## config.mk

```make
export PLATFORM = sky130hd
export DESIGN_NAME = sync_serial_port
export DESIGN_NICKNAME = d
export VERILOG_FILES = /design/src/rtl/ssp_pkg.sv /design/src/rtl/ssp_cfg_regs.sv /design/src/rtl/ssp_bitclk.sv /design/src/rtl/ssp_tx.sv /design/src/rtl/ssp_rx.sv /design/src/rtl/sync_serial_port.sv
export SDC_FILE = /design/constraint.sdc
export NUM_CORES = 1
export LEC_CHECK = 0
export ABC_CLOCK_PERIOD_IN_PS = 5950
export BUFFER_PORTS_ARGS = -buffer_cell sky130_fd_sc_hd__buf_4
export CAP_MARGIN = 20
export CORE_AREA = 2 2 186 188
export CTS_CLUSTER_DIAMETER = 80
export DETAILED_ROUTE_END_ITERATION = 10
export DIE_AREA = 0 0 188 190
export HOLD_SLACK_MARGIN = 0.06
export PLACE_DENSITY_LB_ADDON = 0.2
export SETUP_SLACK_MARGIN = 0.4
export SLEW_MARGIN = 10
export SYNTH_ARGS = -nofsm -noshare
export SYNTH_HDL_FRONTEND = slang
export SYNTH_SLANG_ARGS = --single-unit
```

## constraint.sdc

```tcl
create_clock -name clk_i -period 5.95 [get_ports clk_i]
set_input_delay 1.19 -clock clk_i [delete_from_list [all_inputs] [get_ports clk_i]]
set_output_delay 1.19 -clock clk_i [all_outputs]
set_load 0.02 [all_outputs]
```

## src/rtl/ssp_pkg.sv

```systemverilog
package ssp_pkg;
  localparam int unsigned REG_W = 32;
  localparam int unsigned LEN_W = 5;

  typedef struct packed {
    logic             rise;
    logic             stereo;
    logic             iclk;
    logic             pack;
    logic [LEN_W-1:0] slen;
    logic             lsbf;
  } ssp_cfg_t;

  localparam ssp_cfg_t CFG_RST = '{rise: 1'b0, stereo: 1'b0, iclk: 1'b0,
                                   pack: 1'b0, slen: 5'd7, lsbf: 1'b0};

  function automatic ssp_cfg_t ctrl_decode(input logic [REG_W-1:0] w);
    return '{rise: w[12], stereo: w[11], iclk: w[10], pack: w[9],
             slen: w[8:4], lsbf: w[3]};
  endfunction

  function automatic logic ctrl_legal(input ssp_cfg_t c);
    return (c.slen >= 5'd2) && !(c.stereo && c.slen < 5'd7) &&
           !(c.pack && c.slen != 5'd15);
  endfunction
endpackage

```

## src/rtl/ssp_cfg_regs.sv

```systemverilog
module ssp_cfg_regs
  import ssp_pkg::*;
#(
  parameter int unsigned      DIV_W   = 16,
  parameter logic [DIV_W-1:0] DIV_RST = 4
) (
  input  logic             clk_i,
  input  logic             rst_ni,
  input  logic             we_i,
  input  logic             addr_i,
  input  logic [REG_W-1:0] wdata_i,
  output ssp_cfg_t         cfg_o,
  output logic [DIV_W-1:0] div_o,
  output logic             err_o
);
  ssp_cfg_t         cfg_q;
  logic [DIV_W-1:0] div_q;
  logic             err_q;
  ssp_cfg_t         cfg_new;
  logic             unused_wdata;

  assign cfg_new      = ctrl_decode(wdata_i);
  assign unused_wdata = ^{wdata_i[REG_W-1:13], wdata_i[2:0]};

  always_ff @(posedge clk_i or negedge rst_ni) begin
    if (!rst_ni) begin
      cfg_q <= CFG_RST;
      div_q <= DIV_RST;
      err_q <= 1'b0;
    end else begin
      err_q <= 1'b0;
      if (we_i && !addr_i) begin
        if (ctrl_legal(cfg_new)) cfg_q <= cfg_new;
        else                     err_q <= 1'b1;
      end else if (we_i) begin
        div_q <= wdata_i[DIV_W-1:0];
      end
    end
  end

  assign cfg_o = cfg_q;
  assign div_o = div_q;
  assign err_o = err_q;

  a_r3_reject_keeps: assert property (@(posedge clk_i) disable iff (!rst_ni)
    (we_i && !addr_i && !ctrl_legal(cfg_new)) |=> (err_o && $stable(cfg_q)));
  a_r3_legal_no_err: assert property (@(posedge clk_i) disable iff (!rst_ni)
    (we_i && !addr_i && ctrl_legal(cfg_new)) |=> !err_o);
  a_r2_len_legal: assert property (@(posedge clk_i) disable iff (!rst_ni)
    cfg_q.slen >= 5'd2);
endmodule

```

## src/rtl/ssp_bitclk.sv

```systemverilog
module ssp_bitclk #(
  parameter int unsigned DIV_W = 16,
  parameter int unsigned SYNC  = 2
) (
  input  logic             clk_i,
  input  logic             rst_ni,
  input  logic             iclk_i,
  input  logic             rise_i,
  input  logic [DIV_W-1:0] div_i,
  input  logic             sck_i,
  input  logic             sd_i,
  input  logic             fs_i,
  output logic             sck_o,
  output logic             samp_o,
  output logic             drv_o,
  output logic             sd_s_o,
  output logic             fs_s_o
);
  logic [SYNC-1:0]  sck_sy, sd_sy, fs_sy;
  logic [DIV_W-1:0] cnt_q, div_eff;
  logic             sck_q, lvl, lvl_q, up_e, dn_e;

  always_ff @(posedge clk_i or negedge rst_ni) begin
    if (!rst_ni) begin
      sck_sy <= '0;
      sd_sy  <= '0;
      fs_sy  <= '0;
    end else begin
      sck_sy <= {sck_sy[SYNC-2:0], sck_i};
      sd_sy  <= {sd_sy[SYNC-2:0], sd_i};
      fs_sy  <= {fs_sy[SYNC-2:0], fs_i};
    end
  end

  assign div_eff = (div_i == '0) ? DIV_W'(1) : div_i;

  always_ff @(posedge clk_i or negedge rst_ni) begin
    if (!rst_ni) begin
      cnt_q <= '0;
      sck_q <= 1'b0;
    end else if (!iclk_i) begin
      cnt_q <= '0;
      sck_q <= 1'b0;
    end else if (cnt_q >= div_eff - DIV_W'(1)) begin
      cnt_q <= '0;
      sck_q <= ~sck_q;
    end else begin
      cnt_q <= cnt_q + DIV_W'(1);
    end
  end

  assign lvl = iclk_i ? sck_q : sck_sy[SYNC-1];

  always_ff @(posedge clk_i or negedge rst_ni) begin
    if (!rst_ni) lvl_q <= 1'b0;
    else         lvl_q <= lvl;
  end

  assign up_e   = lvl & ~lvl_q;
  assign dn_e   = ~lvl & lvl_q;
  assign samp_o = rise_i ? up_e : dn_e;
  assign drv_o  = rise_i ? dn_e : up_e;
  assign sck_o  = sck_q;
  assign sd_s_o = sd_sy[SYNC-1];
  assign fs_s_o = fs_sy[SYNC-1];

  a_r5_ext_idle: assert property (@(posedge clk_i) disable iff (!rst_ni)
    !iclk_i |=> !sck_o);
endmodule

```

## src/rtl/ssp_tx.sv

```systemverilog
module ssp_tx #(
  parameter int unsigned DW = 32,
  localparam int unsigned IW = $clog2(DW) + 1,
  localparam int unsigned PW = $clog2(DW),
  localparam int unsigned HW = DW / 2
) (
  input  logic          clk_i,
  input  logic          rst_ni,
  input  logic [IW-1:0] wlen_i,
  input  logic          lsbf_i,
  input  logic          pack_i,
  input  logic          start_i,
  input  logic          drv_i,
  input  logic [DW-1:0] data_i,
  input  logic          valid_i,
  output logic          ready_o,
  output logic          sd_o
);
  logic [DW-1:0] hold_q, sh_q;
  logic          full_q, arm_q, on_q, half_q;
  logic [IW-1:0] idx_q;
  logic [PW-1:0] pos;

  always_ff @(posedge clk_i or negedge rst_ni) begin
    if (!rst_ni) begin
      hold_q <= '0;
      sh_q   <= '0;
      full_q <= 1'b0;
      arm_q  <= 1'b0;
      on_q   <= 1'b0;
      half_q <= 1'b0;
      idx_q  <= '0;
    end else begin
      if (drv_i) begin
        if (arm_q) begin
          arm_q <= 1'b0;
          on_q  <= 1'b1;
          idx_q <= '0;
          if (pack_i && half_q) begin
            sh_q   <= sh_q >> HW;
            half_q <= 1'b0;
          end else if (full_q) begin
            sh_q   <= hold_q;
            full_q <= 1'b0;
            half_q <= pack_i;
          end else begin
            sh_q   <= '0;   // underrun sends zeros
            half_q <= 1'b0;
          end
        end else if (on_q) begin
          if (idx_q == wlen_i - IW'(1)) on_q <= 1'b0;
          idx_q <= idx_q + IW'(1);
        end
      end
      if (start_i) arm_q <= 1'b1;
      if (valid_i && ready_o) begin
        hold_q <= data_i;
        full_q <= 1'b1;
      end
    end
  end

  assign ready_o = ~full_q;
  assign pos     = lsbf_i ? idx_q[PW-1:0] : PW'(wlen_i - IW'(1) - idx_q);
  assign sd_o    = on_q & sh_q[pos];

  a_r10_hold_kept: assert property (@(posedge clk_i) disable iff (!rst_ni)
    (full_q && !drv_i) |=> full_q);
  a_r10_underrun_zero: assert property (@(posedge clk_i) disable iff (!rst_ni)
    (drv_i && arm_q && !full_q && !(pack_i && half_q)) |=> !sd_o);
  a_r8_idx_bound: assert property (@(posedge clk_i) disable iff (!rst_ni)
    on_q |-> (idx_q < wlen_i));
endmodule

```

## src/rtl/ssp_rx.sv

```systemverilog
module ssp_rx #(
  parameter int unsigned DW = 32,
  localparam int unsigned IW = $clog2(DW) + 1,
  localparam int unsigned HW = DW / 2
) (
  input  logic          clk_i,
  input  logic          rst_ni,
  input  logic [IW-1:0] wlen_i,
  input  logic          lsbf_i,
  input  logic          pack_i,
  input  logic          start_i,
  input  logic          samp_i,
  input  logic          sd_i,
  output logic [DW-1:0] data_o,
  output logic          valid_o,
  input  logic          ready_i
);
  logic [DW-1:0] acc_q, nacc, data_q;
  logic [HW-1:0] low_q;
  logic [IW-1:0] idx_q;
  logic          on_q, half_q, valid_q, last, fin;

  assign nacc = lsbf_i ? (acc_q | (DW'(sd_i) << idx_q)) : {acc_q[DW-2:0], sd_i};
  assign last = !start_i && samp_i && on_q && (idx_q == wlen_i - IW'(1));
  assign fin  = last && !(pack_i && !half_q);

  always_ff @(posedge clk_i or negedge rst_ni) begin
    if (!rst_ni) begin
      acc_q   <= '0;
      data_q  <= '0;
      low_q   <= '0;
      idx_q   <= '0;
      on_q    <= 1'b0;
      half_q  <= 1'b0;
      valid_q <= 1'b0;
    end else begin
      if (valid_q && ready_i) valid_q <= 1'b0;
      if (start_i) begin
        on_q  <= 1'b1;
        idx_q <= '0;
        acc_q <= '0;
      end else if (samp_i && on_q) begin
        if (last) begin
          on_q <= 1'b0;
          if (pack_i && !half_q) begin
            low_q  <= nacc[HW-1:0];
            half_q <= 1'b1;
          end else begin
            data_q  <= pack_i ? {nacc[HW-1:0], low_q} : nacc;
            valid_q <= 1'b1;
            half_q  <= 1'b0;
          end
        end else begin
          acc_q <= nacc;
          idx_q <= idx_q + IW'(1);
        end
      end
    end
  end

  assign data_o  = data_q;
  assign valid_o = valid_q;

  a_r9_hold: assert property (@(posedge clk_i) disable iff (!rst_ni)
    (valid_q && !ready_i && !fin) |=> (valid_q && $stable(data_q)));
  a_r9_zero_fill: assert property (@(posedge clk_i) disable iff (!rst_ni)
    (fin && !pack_i) |=> ((wlen_i == IW'(DW)) || ((data_q >> wlen_i) == '0)));
endmodule

```

## src/rtl/sync_serial_port.sv

```systemverilog
module sync_serial_port
  import ssp_pkg::*;
#(
  parameter int unsigned DW    = 32,
  parameter int unsigned DIV_W = 16,
  parameter int unsigned SYNC  = 2
) (
  input  logic          clk_i,
  input  logic          rst_ni,
  input  logic          cfg_we_i,
  input  logic          cfg_addr_i,
  input  logic [31:0]   cfg_wdata_i,
  output logic          cfg_err_o,
  input  logic [DW-1:0] tx_data_i,
  input  logic          tx_valid_i,
  output logic          tx_ready_o,
  output logic [DW-1:0] rx_data_o,
  output logic          rx_valid_o,
  input  logic          rx_ready_i,
  input  logic          sd_i,
  output logic          sd_o,
  input  logic          fs_i,
  output logic          fs_o,
  input  logic          sck_i,
  output logic          sck_o,
  output logic          sck_oe_o
);
  localparam int unsigned IW = $clog2(DW) + 1;

  ssp_cfg_t         cfg;
  logic [DIV_W-1:0] div;
  logic             samp, drv, sd_s, fs_s, fs_int, fsp_q, fs_q, start, lsbf_eff;
  logic [IW-1:0]    wlen, slot_q, slot_nxt;

  ssp_cfg_regs #(.DIV_W(DIV_W)) u_cfg (
    .clk_i, .rst_ni, .we_i(cfg_we_i), .addr_i(cfg_addr_i), .wdata_i(cfg_wdata_i),
    .cfg_o(cfg), .div_o(div), .err_o(cfg_err_o)
  );

  ssp_bitclk #(.DIV_W(DIV_W), .SYNC(SYNC)) u_clk (
    .clk_i, .rst_ni, .iclk_i(cfg.iclk), .rise_i(cfg.rise), .div_i(div),
    .sck_i, .sd_i, .fs_i, .sck_o, .samp_o(samp), .drv_o(drv),
    .sd_s_o(sd_s), .fs_s_o(fs_s)
  );

  assign wlen     = IW'(cfg.slen) + IW'(1);
  assign lsbf_eff = cfg.lsbf & ~cfg.stereo;
  assign slot_nxt = (slot_q >= wlen) ? '0 : slot_q + IW'(1);

  // Frame master: slot 0 carries the frame sync, slots 1..wlen the data
  always_ff @(posedge clk_i or negedge rst_ni) begin
    if (!rst_ni) begin
      slot_q <= '1;
      fs_q   <= 1'b0;
    end else if (!cfg.iclk) begin
      slot_q <= wlen;
      fs_q   <= 1'b0;
    end else if (drv) begin
      slot_q <= slot_nxt;
      if (cfg.stereo) fs_q <= fs_q ^ (slot_nxt == '0);
      else            fs_q <= (slot_nxt == '0);
    end
  end

  assign fs_int = cfg.iclk ? fs_q : fs_s;
  assign start  = samp && (cfg.stereo ? (fs_int ^ fsp_q) : fs_int);

  always_ff @(posedge clk_i or negedge rst_ni) begin
    if (!rst_ni)   fsp_q <= 1'b0;
    else if (samp) fsp_q <= fs_int;
  end

  ssp_tx #(.DW(DW)) u_tx (
    .clk_i, .rst_ni, .wlen_i(wlen), .lsbf_i(lsbf_eff), .pack_i(cfg.pack),
    .start_i(start), .drv_i(drv), .data_i(tx_data_i), .valid_i(tx_valid_i),
    .ready_o(tx_ready_o), .sd_o
  );

  ssp_rx #(.DW(DW)) u_rx (
    .clk_i, .rst_ni, .wlen_i(wlen), .lsbf_i(lsbf_eff), .pack_i(cfg.pack),
    .start_i(start), .samp_i(samp), .sd_i(sd_s), .data_o(rx_data_o),
    .valid_o(rx_valid_o), .ready_i(rx_ready_i)
  );

  assign fs_o     = fs_q;
  assign sck_oe_o = cfg.iclk;

  a_r8_fs_single: assert property (@(posedge clk_i) disable iff (!rst_ni)
    (cfg.iclk && !cfg.stereo && fs_o && drv) |=> !fs_o);
  a_r6_ws_level: assert property (@(posedge clk_i) disable iff (!rst_ni)
    (cfg.iclk && cfg.stereo && !drv) |=> $stable(fs_o));
endmodule

```

==> results.toml <==
[setup_path]
crit_type = "register to primary output"
critPathMaxStageDelay_ps = 560
path_cells = "ha_4, or2_2, a21o_1, a21oi_2, xor2_1, ha_1, o2bb2ai_2, xnor3_1, or3_4, a221o_1, and3_4, o31ai_4, buf_6"
path_delay_family = "compound AO/OA/AOI/OAI gates"
crit_path_start_kind = "register"
critical_path_buf_inv_count = 1
required_ps = 4760
crit_path_end_kind = "primary output"
crit_fanout = 7
crit_arrival_ps = 4220
cp_slowest_cell = "dfstp_2"

[run]
maxCapViolCount = 0

[grt]
grt_pass1_vias = 8514
grt_max_degree = 128
grt_overflow = 0
groute.usage.overall_pct = 15.4
grt_first_pass_wirelength_um = 45600
antenna_found_initial = 0

[layout]
design_area_sq_um = 13800
final_cells = 1692
drive_gt1_share_pct = 23.1
mostFrequentLayoutCell = "dfrtp_1"
fin_nets = 1322
multi_input_area_sq_um = 5750
areaGrowthSynthToFinish_pct = 18.1
num_antenna_cells = 0
n_fill_cell = 3322
ff_latch_area_sq_um = 5570
layout_common_cells = "211 x dfrtp_1, 110 x nand2_1, 109 x buf_4"

[synth]
synth_fp_nets = 1246
ys_ff_latch = 222
synth-edff-count = 0
netlist_area_sq_um = 11700
synthDistinctLibCells = 68
ys_seq_area_share_pct = 47.7
syn_avg_cell_area_sq_um = 10.2
synthArstFlopShare_pct = 100
ys_warn_count = 0
synth_cells = 1140
synth_flop_cell = "dfrtp_1"

[timing]
whs_ps = 347
min_period_ps = 5410
tightest_slew_ps = 1020
max_freq_mhz = 185
finalHoldViolations = 0
drv_slew = 0
finalSetupViolations = 0
relSlewSlack_pct = 31.9
skew_ps = 14.3
finalSetupTns_ps = 0
period_share_pct = 90.9
rsz0062_at_grt = "false"
timing.final.ws_setup_ps = 541

[place]
hpwl_um = 17900
io_buffers = 95
dp.cells = 1636
gp_congestion = 0.779
placed_area_sq_um = 12800
pre_cts_ws_ps = 779

[floorplanning]
fp.dieW_um = 188
die-area_sq_um = 35700
io_pins = 112
die_h_um = 190
core_area_sq_um = 33900
num_rows = 68
start_util_pct = 34.4

[clock_tree]
cts_root_buf = "clkbuf_16"
cts_tree = "built"
cts_buffers = 27
cts.sinks = 222
htreeDepth = 1
cts_max_path_buffers = 3
clock_latency_ps = 540
clk_pin_slew_ps = 60
postCtsHoldBufs = 0

[detailed_routing]
post_drt_wl_per_cell_um = 16.1
via_per_inst = 5.04
vias = 8532
drt-total-wl_um = 27200
first_iter_violations = 368
drc = 0
ant_nets = 0
drt_pass1_iterations = 4

[pwr]
peakVddDrop_mv = 0.326
cellLeakagePower_nw = 6.26
power.density_nw_per_um2 = 460

[run_status]
status = "complete, no violations"

[hold_path]
hp-class = "register to register"
## layer usage
layer | GRT usage, % | up-vias | wire length, um
met3 | 2.62 | 27 | 1030
met4 | 2.82 | 0 | 398
li1 | - | 4205 | -
met1 | 22.6 | 4169 | 13600
met5 | 0 | - | 0
met2 | 24.1 | 131 | 12200
## area by class of cell
cell class | count | share of cell area (%)
multi-input combinational | 822 | 41.7
sequential | 222 | 40.4
timing repair buffer | 112 | 6.27
clock buffer | 38 | 5.42
tap | 455 | 4.13
clock inverter | 12 | 1.22
inverter | 31 | 0.844
## where the power goes
part	internal (W)	leakage (nW)	switching, W
sequential	0.00192	2.83	0.000398
combinational	0.00107	2.98	0.00124
clock	0.00105	0.453	0.000653
## synthesized netlist by cell type, types with 3 or more instances
cell type,count,share of area (%)
buf_1,3,0.096
a211oi_1,4,0.26
mux2_1,34,3.3
o21ai_0,39,1.7
or3_1,7,0.38
nand2b_1,8,0.43
a21o_1,13,0.84
inv_1,31,1.0
xor2_1,20,1.5
mux2i_1,25,2.1
nor4_1,5,0.27
nand3b_1,6,0.39
nand2_1,110,3.5
mux2_2,94,9.1
or4_1,4,0.26
o22ai_1,3,0.16
dfstp_2,10,2.3
and3_1,10,0.54
buf_4,5,0.32
clkbuf_1,41,1.3
nand4_1,7,0.38
nor3b_1,7,0.45
a22o_1,16,1.2
xnor2_1,25,1.9
nand2_2,3,0.16
ha_1,32,3.4
a2bb2oi_1,3,0.23
nor2b_1,4,0.21
nand3_1,38,1.6
a21oi_1,87,3.7
and2_1,6,0.32
dfrtp_1,212,45
buf_6,3,0.29
o211ai_1,14,0.90
o31ai_1,18,1.2
buf_2,13,0.56
nor2_1,107,3.4
a31oi_1,18,0.96
nor3_1,15,0.64
## worst paths after layout
kind | start | end | slack (ps) | depth (start not counted)
worst max-delay path | u_cfg.cfg_o[2] | sd_o | 540 | 13
worst min-delay path | u_clk.sck_sy[0] | u_clk.sck_sy[1] | 350 | 0
worst max register to register | u_cfg.div_o[9] | u_clk.sck_o | 1300 | 16
worst min register to register | u_clk.sck_sy[0] | u_clk.sck_sy[1] | 350 | 0
max in group asynchronous | rst_ni | u_cfg.cfg_o[6] | 4100 | 2
min in group asynchronous | rst_ni | u_clk.cnt_q[3] | 670 | 1
## per-stage QoR
stage          util [%]  power, W
2_1_floorplan         -   0.00391
3_3_place_gp       37.6   0.00451
3_5_place_dp       37.6   0.00455
4_1_cts            40.4   0.00632
5_1_grt            40.6   0.00683
6_report           40.6   0.00634
## logic make-up after synthesis
| kind of cell | share of synthesized area, % |
|---|---|
| simple gates | 14.3 |
| compound gates | 12.6 |
| flops | 47.7 |
| mux | 14.5 |
| buf+inv | 3.58 |
| xor+xnor | 3.76 |
| fa+ha+maj | 3.60 |
## sequential cells by signal (all words and copies together), names as in the netlist, 2 cells and up
register,cells
u_cfg.cfg_o,10
u_clk.sck_sy,2
u_tx.idx_q,6
u_clk.cnt_q,16
u_rx.low_q,16
u_tx.sh_q,32
u_rx.acc_q,32
u_tx.hold_q,32
u_cfg.div_o,16
u_rx.idx_q,6
u_rx.data_o,32
u_clk.sd_sy,2
slot_q,6
u_clk.fs_sy,2
## what timing repair did
action / CTS / global route
endpoints found under the setup margin: 1 / 1
pin swaps: 2 / 7
setup buffers: 2 / 4
resized for setup: 2 / 9
endpoints found under the hold margin: 0 / 0
No activity file was read; power rests on OpenSTA's default activity.
